--- src/rtl/gpio_lockctl_pkg.sv ---
package gpio_lockctl_pkg;
  localparam int unsigned PINS_PER_BANK = 32;
  localparam int unsigned WADDR_W       = 10;
  localparam int unsigned CTRL_W        = 9;
  localparam logic [CTRL_W-1:0] CTRL_RST = 9'h001;
  localparam logic [31:0] KEY_VALUE     = 32'h00A5_A501;
  localparam logic [WADDR_W-1:0] KEY_WADDR = 10'h148;

  typedef enum logic [2:0] {
    RG_NONE, RG_OUT, RG_IN, RG_SET, RG_CLR, RG_CTRL, RG_LOCK, RG_KEY
  } reg_kind_e;

  typedef struct packed {
    reg_kind_e  kind;
    logic [2:0] bank;
    logic [7:0] pin;
  } reg_hit_t;
endpackage

--- src/rtl/gpio_lockctl_rstsync.sv ---
module gpio_lockctl_rstsync (
  input  logic clk,
  input  logic rst_n,
  output logic rst_ns
);
  logic [1:0] stage_q;

  always_ff @(posedge clk or negedge rst_n) begin
    if (!rst_n) stage_q <= 2'b00;
    else        stage_q <= {stage_q[0], 1'b1};
  end

  assign rst_ns = stage_q[1];
endmodule

--- src/rtl/gpio_lockctl_decode.sv ---
module gpio_lockctl_decode
  import gpio_lockctl_pkg::*;
#(
  parameter int unsigned NUM_BANKS = 2
) (
  input  logic [WADDR_W-1:0] waddr,
  output reg_hit_t           hit
);
  localparam int unsigned NUM_PINS = NUM_BANKS * PINS_PER_BANK;

  logic [WADDR_W-1:0] pin_ofs;
  logic               bank_ok;

  assign pin_ofs = waddr - 10'h040;
  assign bank_ok = int'(waddr[2:0]) < NUM_BANKS;

  always_comb begin
    hit      = '0;
    hit.kind = RG_NONE;
    if (waddr < 10'h040) begin
      hit.bank = waddr[2:0];
      if (bank_ok) begin
        case (waddr[5:3])
          3'd0:    hit.kind = RG_OUT;
          3'd1:    hit.kind = RG_IN;
          3'd2:    hit.kind = RG_SET;
          3'd3:    hit.kind = RG_CLR;
          default: hit.kind = RG_NONE;
        endcase
      end
    end else if (waddr < 10'h140) begin
      hit.pin = pin_ofs[7:0];
      if (int'(pin_ofs) < NUM_PINS) hit.kind = RG_CTRL;
    end else if (waddr[9:3] == 7'h28) begin
      hit.bank = waddr[2:0];
      if (bank_ok) hit.kind = RG_LOCK;
    end else if (waddr == KEY_WADDR) begin
      hit.kind = RG_KEY;
    end
  end
endmodule

--- src/rtl/gpio_lockctl_key.sv ---
module gpio_lockctl_key
  import gpio_lockctl_pkg::*;
(
  input  logic        clk,
  input  logic        rst_n,
  input  logic        wr_en,
  input  logic        key_hit,
  input  logic [31:0] wdata,
  output logic        armed
);
  logic armed_q, armed_d;

  always_comb begin
    armed_d = key_hit && (wdata == KEY_VALUE);
  end

  always_ff @(posedge clk or negedge rst_n) begin
    if (!rst_n)     armed_q <= 1'b0;
    else if (wr_en) armed_q <= armed_d;
  end

  assign armed = armed_q;

  assert_key_oneshot_R9: assert property (@(posedge clk) disable iff (!rst_n)
    (armed_q && wr_en && !key_hit) |=> !armed_q);
endmodule

--- src/rtl/gpio_lockctl_bank.sv ---
module gpio_lockctl_bank
  import gpio_lockctl_pkg::*;
#(
  parameter int unsigned PINS = PINS_PER_BANK,
  localparam int unsigned SEL_W = $clog2(PINS)
) (
  input  logic              clk,
  input  logic              rst_n,
  input  logic [PINS-1:0]   pad_in,
  input  logic              set_we,
  input  logic              clr_we,
  input  logic              lock_we,
  input  logic              ctrl_we,
  input  logic [SEL_W-1:0]  ctrl_sel,
  input  logic [PINS-1:0]   wdata,
  output logic [PINS-1:0]   out_q,
  output logic [PINS-1:0]   in_q,
  output logic [PINS-1:0]   lock_q,
  output logic [PINS-1:0]   oe,
  output logic [CTRL_W-1:0] ctrl_rd
);
  logic [PINS-1:0]   out_d;
  logic [PINS-1:0]   meta_q;
  logic [PINS-1:0]   dir;
  logic [CTRL_W-1:0] ctrl_q [PINS];

  always_comb begin
    out_d = out_q;
    if (set_we) out_d = out_d | wdata;
    if (clr_we) out_d = out_d & ~wdata;
  end

  always_ff @(posedge clk or negedge rst_n) begin
    if (!rst_n)                out_q <= '0;
    else if (set_we || clr_we) out_q <= out_d;
  end

  always_ff @(posedge clk or negedge rst_n) begin
    if (!rst_n) begin
      meta_q <= '0;
      in_q   <= '0;
    end else begin
      meta_q <= pad_in;
      in_q   <= meta_q;
    end
  end

  always_ff @(posedge clk or negedge rst_n) begin
    if (!rst_n)       lock_q <= '1;
    else if (lock_we) lock_q <= wdata;
  end

  for (genvar i = 0; i < PINS; i++) begin : g_pin
    logic ctrl_en;
    assign ctrl_en = ctrl_we && (ctrl_sel == SEL_W'(i));
    always_ff @(posedge clk or negedge rst_n) begin
      if (!rst_n)       ctrl_q[i] <= CTRL_RST;
      else if (ctrl_en) ctrl_q[i] <= wdata[CTRL_W-1:0];
    end
    assign dir[i] = ctrl_q[i][0];
  end

  assign oe      = ~dir & ~lock_q;
  assign ctrl_rd = ctrl_q[ctrl_sel];

  assert_set_high_R3: assert property (@(posedge clk) disable iff (!rst_n)
    (set_we && !clr_we) |=> ((out_q & $past(wdata)) == $past(wdata)));
  assert_clr_low_R4: assert property (@(posedge clk) disable iff (!rst_n)
    clr_we |=> ((out_q & $past(wdata)) == '0));
  assert_latch_hold_R3: assert property (@(posedge clk) disable iff (!rst_n)
    !(set_we || clr_we) |=> $stable(out_q));
  assert_lock_hold_R9: assert property (@(posedge clk) disable iff (!rst_n)
    !lock_we |=> $stable(lock_q));
endmodule

--- src/rtl/gpio_lockctl.sv ---
module gpio_lockctl
  import gpio_lockctl_pkg::*;
#(
  parameter int unsigned NUM_BANKS = 2,
  localparam int unsigned NUM_PINS = NUM_BANKS * PINS_PER_BANK
) (
  input  logic                clk,
  input  logic                rst_n,
  input  logic                bus_sel,
  input  logic                bus_we,
  input  logic [WADDR_W-1:0]  bus_waddr,
  input  logic [31:0]         bus_wdata,
  output logic [31:0]         bus_rdata,
  input  logic [NUM_PINS-1:0] gpio_in,
  output logic [NUM_PINS-1:0] gpio_out,
  output logic [NUM_PINS-1:0] gpio_oe
);
  logic     rst_ns;
  logic     wr_en;
  logic     armed;
  reg_hit_t hit;

  logic [PINS_PER_BANK-1:0] out_b  [NUM_BANKS];
  logic [PINS_PER_BANK-1:0] in_b   [NUM_BANKS];
  logic [PINS_PER_BANK-1:0] lock_b [NUM_BANKS];
  logic [CTRL_W-1:0]        ctrl_b [NUM_BANKS];
  logic [NUM_PINS-1:0]      lock_all;

  gpio_lockctl_rstsync u_rst (.clk(clk), .rst_n(rst_n), .rst_ns(rst_ns));

  gpio_lockctl_decode #(.NUM_BANKS(NUM_BANKS)) u_dec (.waddr(bus_waddr), .hit(hit));

  assign wr_en = bus_sel && bus_we;

  gpio_lockctl_key u_key (
    .clk(clk), .rst_n(rst_ns), .wr_en(wr_en),
    .key_hit(hit.kind == RG_KEY), .wdata(bus_wdata), .armed(armed)
  );

  for (genvar b = 0; b < NUM_BANKS; b++) begin : g_bank
    logic bank_hit, pin_bank_hit;
    assign bank_hit     = (hit.bank == 3'(b));
    assign pin_bank_hit = (hit.pin[7:5] == 3'(b));

    gpio_lockctl_bank #(.PINS(PINS_PER_BANK)) u_bank (
      .clk(clk), .rst_n(rst_ns),
      .pad_in(gpio_in[b*PINS_PER_BANK +: PINS_PER_BANK]),
      .set_we(wr_en && hit.kind == RG_SET && bank_hit),
      .clr_we(wr_en && hit.kind == RG_CLR && bank_hit),
      .lock_we(wr_en && armed && hit.kind == RG_LOCK && bank_hit),
      .ctrl_we(wr_en && hit.kind == RG_CTRL && pin_bank_hit),
      .ctrl_sel(hit.pin[4:0]),
      .wdata(bus_wdata),
      .out_q(out_b[b]), .in_q(in_b[b]), .lock_q(lock_b[b]),
      .oe(gpio_oe[b*PINS_PER_BANK +: PINS_PER_BANK]),
      .ctrl_rd(ctrl_b[b])
    );

    assign gpio_out[b*PINS_PER_BANK +: PINS_PER_BANK] = out_b[b];
    assign lock_all[b*PINS_PER_BANK +: PINS_PER_BANK] = lock_b[b];
  end

  always_comb begin
    bus_rdata = '0;
    if (bus_sel && !bus_we) begin
      for (int b = 0; b < NUM_BANKS; b++) begin
        if (int'(hit.bank) == b) begin
          case (hit.kind)
            RG_OUT:  bus_rdata = out_b[b];
            RG_IN:   bus_rdata = in_b[b];
            RG_LOCK: bus_rdata = lock_b[b];
            default: ;
          endcase
        end
        if (hit.kind == RG_CTRL && int'(hit.pin[7:5]) == b)
          bus_rdata = {{(32-CTRL_W){1'b0}}, ctrl_b[b]};
      end
    end
  end

  assert_lock_needs_key_R8: assert property (@(posedge clk) disable iff (!rst_ns)
    !$stable(lock_all) |-> $past(armed));
  assert_unmapped_zero_R11: assert property (@(posedge clk) disable iff (!rst_ns)
    (bus_sel && !bus_we && (hit.kind == RG_NONE || hit.kind == RG_KEY)) |-> (bus_rdata == '0));
  assert_oe_locked_low_R7: assert property (@(posedge clk) disable iff (!rst_ns)
    ((gpio_oe & lock_all) == '0));
endmodule

--- config.mk ---
export PLATFORM = sky130hd
export DESIGN_NAME = gpio_lockctl
export DESIGN_NICKNAME = d
export VERILOG_FILES = /design/src/rtl/gpio_lockctl_pkg.sv /design/src/rtl/gpio_lockctl_rstsync.sv /design/src/rtl/gpio_lockctl_decode.sv /design/src/rtl/gpio_lockctl_key.sv /design/src/rtl/gpio_lockctl_bank.sv /design/src/rtl/gpio_lockctl.sv
export SDC_FILE = /design/constraint.sdc
export NUM_CORES = 1
export LEC_CHECK = 0
export CORE_ASPECT_RATIO = 0.75
export CORE_MARGIN = 3
export CORE_UTILIZATION = 55
export CTS_BUF_LIST = sky130_fd_sc_hd__clkbuf_4
export DETAILED_ROUTE_END_ITERATION = 8
export DONT_BUFFER_PORTS = 1
export PLACE_DENSITY = 0.7
export SLEW_MARGIN = 20
export SYNTH_ARGS = -nofsm -noshare
export SYNTH_HDL_FRONTEND = slang
export SYNTH_HIERARCHICAL = 1
export SYNTH_SLANG_ARGS = --single-unit
--- constraint.sdc ---
create_clock -name clk -period 26.2 [get_ports clk]
set_input_delay 3.93 -clock clk [delete_from_list [all_inputs] [get_ports clk]]
set_output_delay 3.93 -clock clk [all_outputs]
set_load 0.005 [all_outputs]
==> impl_summary.txt <==
----------------------------------------------------
[Run status]
  Run status ... finished clean

[Setup path]
  Setup slack on the worst flop-to-flop path ... 22.55 ns
  Critical path launch point ... bus_waddr[7]
  Number of logic stages on the critical path including buffering ... 15
  Max stage delay on crit path ... between 0.9 and 1 ns
  Kind of cell adding the most delay to the critical path ... buffers and inverters
  Critical path launch point type ... input pin
  Worst-path cell with the longest stage delay ... sky130_fd_sc_hd__buf_4
  R2R cell count ... 4
  Reg-to-Reg End ... g_bank[1].u_bank/ctrl_q[132]$_DFFE_PN0P_
  Buffers plus inverters on the worst setup path ... 3
  Highest net fanout along the worst path ... between 60 and 70
  Required time at the endpoint of the critical path ... 22.27 ns
  Reg2reg start ... u_rst/stage_q[1]$_DFF_PN0_
  Worst setup path endpoint ... bus_rdata[8]
  Element type at the critical path end ... primary output
  Data arrival time of the critical path ... 9.51 ns
  Category of the most critical setup path ... input pin to primary output
  Critical path cell sequence ... inv_1 > ha_1 > or2_2 > and2_4 > nor2_2 > and2_4 > buf_4 > buf_4 > or2_1 > o22ai_1 > a2111o_1 > o22ai_1 > nor2_1 > a221o_1 > a32o_1

[Synth]
  FF+latch count, synth ... between 800 and 900
  Commonest register cell after synthesis ... sky130_fd_sc_hd__dfrtp_1
  Most frequently used cell type in the post-synthesis netlist ... sky130_fd_sc_hd__dfrtp_1
  Yosys warns ... 6
  Most used standard cells in the synthesized netlist ... 707 x sky130_fd_sc_hd__dfrtp_1, 636 x sky130_fd_sc_hd__mux2_2, 217 x sky130_fd_sc_hd__a21oi_1
  Proportion of synthesized chip area in sequential cells ... between 50 and 60%
  Leading area contributor after synthesis ... sky130_fd_sc_hd__dfrtp_1
  Area fraction of the dominant cell type after synthesis ... 46.5%
  Count of flip-flops with a built-in enable after synthesis ... 0
  Number of cells produced by synthesis ... around 2.8k
  Netlist area before placement ... 0.0381 sq mm
  Total nets after synthesis ... 2920
  Async set-reset flop share out of synthesis ... 100%
  Post-synthesis cell type count ... 80
  Most area-consuming cells after synthesis ... sky130_fd_sc_hd__dfrtp_1 46%, sky130_fd_sc_hd__mux2_2 19%, sky130_fd_sc_hd__dfstp_2 8.8%
  Mean cell area of the mapped netlist ... roughly 14 sq um

[Global routing]
  First-pass GRT wire length ... 171000 um
  Number of global-route vias before repair ... around 26k
  GRT Total Usage ... 32.3%
  Total gr overflow ... 0
  Antenna violations before repair ... 7
  Largest net degree at the start of global routing ... about 190

[Detailed routing]
  First-pass iteration count of the detailed router ... 6
  Antenna-violating nets left ... 0
  Routed via count ... 25.3k
  Total wire length after detailed routing ... roughly 120000 um
  Per-cell via count in the routed design ... 6.51
  Average wire per cell in the routed design ... about 30 um
  Residual DRC count ... 0
  DR iter-0 viols ... 2740

[Timing]
  Worst-case hold slack ... 0.333 ns
  Normalized max-slew margin ... 23.4%
  Clock skew after layout ... 0.0559 ns
  Hold Fails Final Rpt ... 0
  Final setup fails ... 0
  Ratio of final minimum period to clock period ... 51.3%
  Worst-case setup margin in the final layout ... around 13 ns
  Setup TNS ... 0 ns
  Final worst path period need ... 13.44 ns
  RSZ-0062 raised after global routing ... no
  Final-report max-slew violation count ... 0
  Measured slew at the worst slew-check pin ... roughly 1.1 ns
  Fmax ... 74.4 MHz

[Power]
  Internal Pwr Total ... 1910 uW
  Sequential fraction of design power ... 52.0%
  Power density over cell area ... 60.8 mW/mm^2
  Pleak ... 0.0186 uW
  Power dissipated by switching net loads ... approximately 600 uW
  Sw Share ... 23.9%
  Part of the power in the clock network ... between 40 and 50%
  Peak ir drop on the vdd network ... 0.0000532 V
  Final Power ... 2510 uW
  Fraction of power consumed by combinational cells ... 3.2%

[Placed design]
  Post-DP Area ... 0.0385 sq mm
  Post-placement worst setup slack ... 12.91 ns
  HPWL after detailed placement ... about 77000 um
  Global placement routability congestion ... 0.961
  PortBufs ... 0

[CTS]
  Number of gates resized after CTS ... 0
  Hold buffer count at cts ... 0
  Clock latency on the worst-skew pair ... 1.08 ns
  Number of buffers created by CTS ... 196
  Number of buffers inserted to repair setup after CTS ... 0
  Deepest clock path buffer count ... 3
  Clock tree from TritonCTS ... done
  Register clock-pin slew on the reported worst setup and hold paths ... ~0.070 ns
  Master cell of the clock root buffer ... sky130_fd_sc_hd__clkbuf_4
  CTS H-tree depth ... 4
  Clock sink total ... ~840

[Floorplanning]
  Number of ports placed on the die boundary ... 270
  Effective utilization at floorplan ... 56.3%
  Overall die width ... 310 um
  Core region area ... 0.0676 sq mm
  Die height ... 234 um
  Number of cell rows ... 82
  Die ar. ... just over 0.07 sq mm

[Layout]
  Post-route design area ... 0.0413 sq mm
  Area of the multi-input gates ... roughly 0.016 sq mm
  Layout fillers ... between 5k and 6k
  Final net count ... 2941
  Area of all sequential standard cells ... ~0.021 sq mm
  Layout cells sized above 1 ... between 40% and 50%
  Post-synthesis to final-layout area growth ... 8.43%

[Run]
  Max capacitance violation total ... 0

[Min path]
  Worst min path class ... register to register

----------------------------------------------------
worst min-delay path by stage:
stage / startpoint / endpoint / slack, ns / cells after the start
global route: g_bank[1].u_bank/meta_q[12]$_DFF_PN0_ / g_bank[1].u_bank/in_q[12]$_DFF_PN0_ / 0.35 / 0
finish: g_bank[1].u_bank/meta_q[1]$_DFF_PN0_ / g_bank[1].u_bank/in_q[1]$_DFF_PN0_ / 0.33 / 0
floorplan: g_bank[0].u_bank/meta_q[0]$_DFF_PN0_ / g_bank[0].u_bank/in_q[0]$_DFF_PN0_ / 0.33 / 0
CTS: g_bank[1].u_bank/meta_q[12]$_DFF_PN0_ / g_bank[1].u_bank/in_q[12]$_DFF_PN0_ / 0.34 / 0
detailed placement: g_bank[0].u_bank/meta_q[14]$_DFF_PN0_ / g_bank[0].u_bank/in_q[14]$_DFF_PN0_ / 0.33 / 0
global placement: g_bank[1].u_bank/meta_q[21]$_DFF_PN0_ / g_bank[1].u_bank/in_q[21]$_DFF_PN0_ / 0.33 / 0
registers in the layout, summed over array words and instances (netlist names):
register and flops:
g_bank.u_bank/out_q 64, g_bank.u_bank/ctrl_q 576, g_bank.u_bank/in_q 64, u_key/armed 1, u_rst/stage_q 2, g_bank.u_bank/lock_q 64
g_bank.u_bank/meta_q 64
layout make-up:
type | count | share of cell area [%]
Inverter | 9 | 0.0818
Multi-Input combinational cell | 1755 | 39.0
Sequential cell | 835 | 51.0
Clock inverter | 54 | 0.864
Antenna cell | 9 | 0.0546
Clock buffer | 313 | 5.69
Timing Repair Buffer | 31 | 0.667
Tap cell | 882 | 2.67
stage by stage:
step           std cells  utilization (%)
2_1_floorplan       2807                -
3_3_place_gp        3510             56.9
3_5_place_dp        3511             57.0
4_1_cts             3878             61.0
5_1_grt             3886             61.0
6_report            3888             61.1
worst reg2reg max path, stage by stage, from the launching register on:
cell and delay, ns:
sky130_fd_sc_hd__dfrtp_4 0.83, sky130_fd_sc_hd__buf_12 0.40, sky130_fd_sc_hd__buf_4 0.78, sky130_fd_sc_hd__buf_6 0.69
sky130_fd_sc_hd__buf_4 0.89
layer usage:
metal / share of wire [%] / routed length [um] / vias up / global-route usage, %
li1: - / - / 10500 / -
met1: 42 / 49200 / 13200 / 45.7
met2: 42 / 49200 / 1335 / 45.0
met3: 12 / 13400 / 224 / 12.6
met4: 3.7 / 4350 / 2 / 12.9
met5: 0.012 / 14 / - / 0
cell families after synthesis:
family | synth area share (%)
other | 0.00985
xor gates and xnor gates | 0.0230
adders and majority gates | 0.0986
and+or+nand+nor | 7.96
muxes | 27.3
buffers and inverters | 2.73
DFF | 55.3
AOI/OAI and AO/OA | 6.61
cells in the final DEF, fill, tap and decap left out, drive strengths merged, types with 11 or more instances in the layout:
cell	instances
a211oi	14
a22oi	11
dfstp	128
o21ai	49
mux2	657
clkinv	43
buf	30
inv	14
nor4bb	13
nand3b	105
and2	59
nor2b	15
nor3	15
nand2	77
a21oi	218
o221ai	11
and4bb	11
clkbuf	313
dfrtp	707
mux4	92
nor2	129
nand3	24
mux2i	87
o22ai	22
nand2b	13
power groups by stage:
| stage | Clock [uW] | Combinational [uW] | Sequential [uW] |
|---|---|---|---|
| 2_1_floorplan | 0 | 49.1 | 1350 |
| 3_3_place_gp | 0 | 78.0 | 1330 |
| 3_5_place_dp | 0 | 80.1 | 1330 |
| 4_1_cts | 1140 | 80.1 | 1310 |
| 5_1_grt | 1210 | 87.3 | 1310 |
| 6_report | 1120 | 80.9 | 1310 |
(Power assumes the default switching activity.)
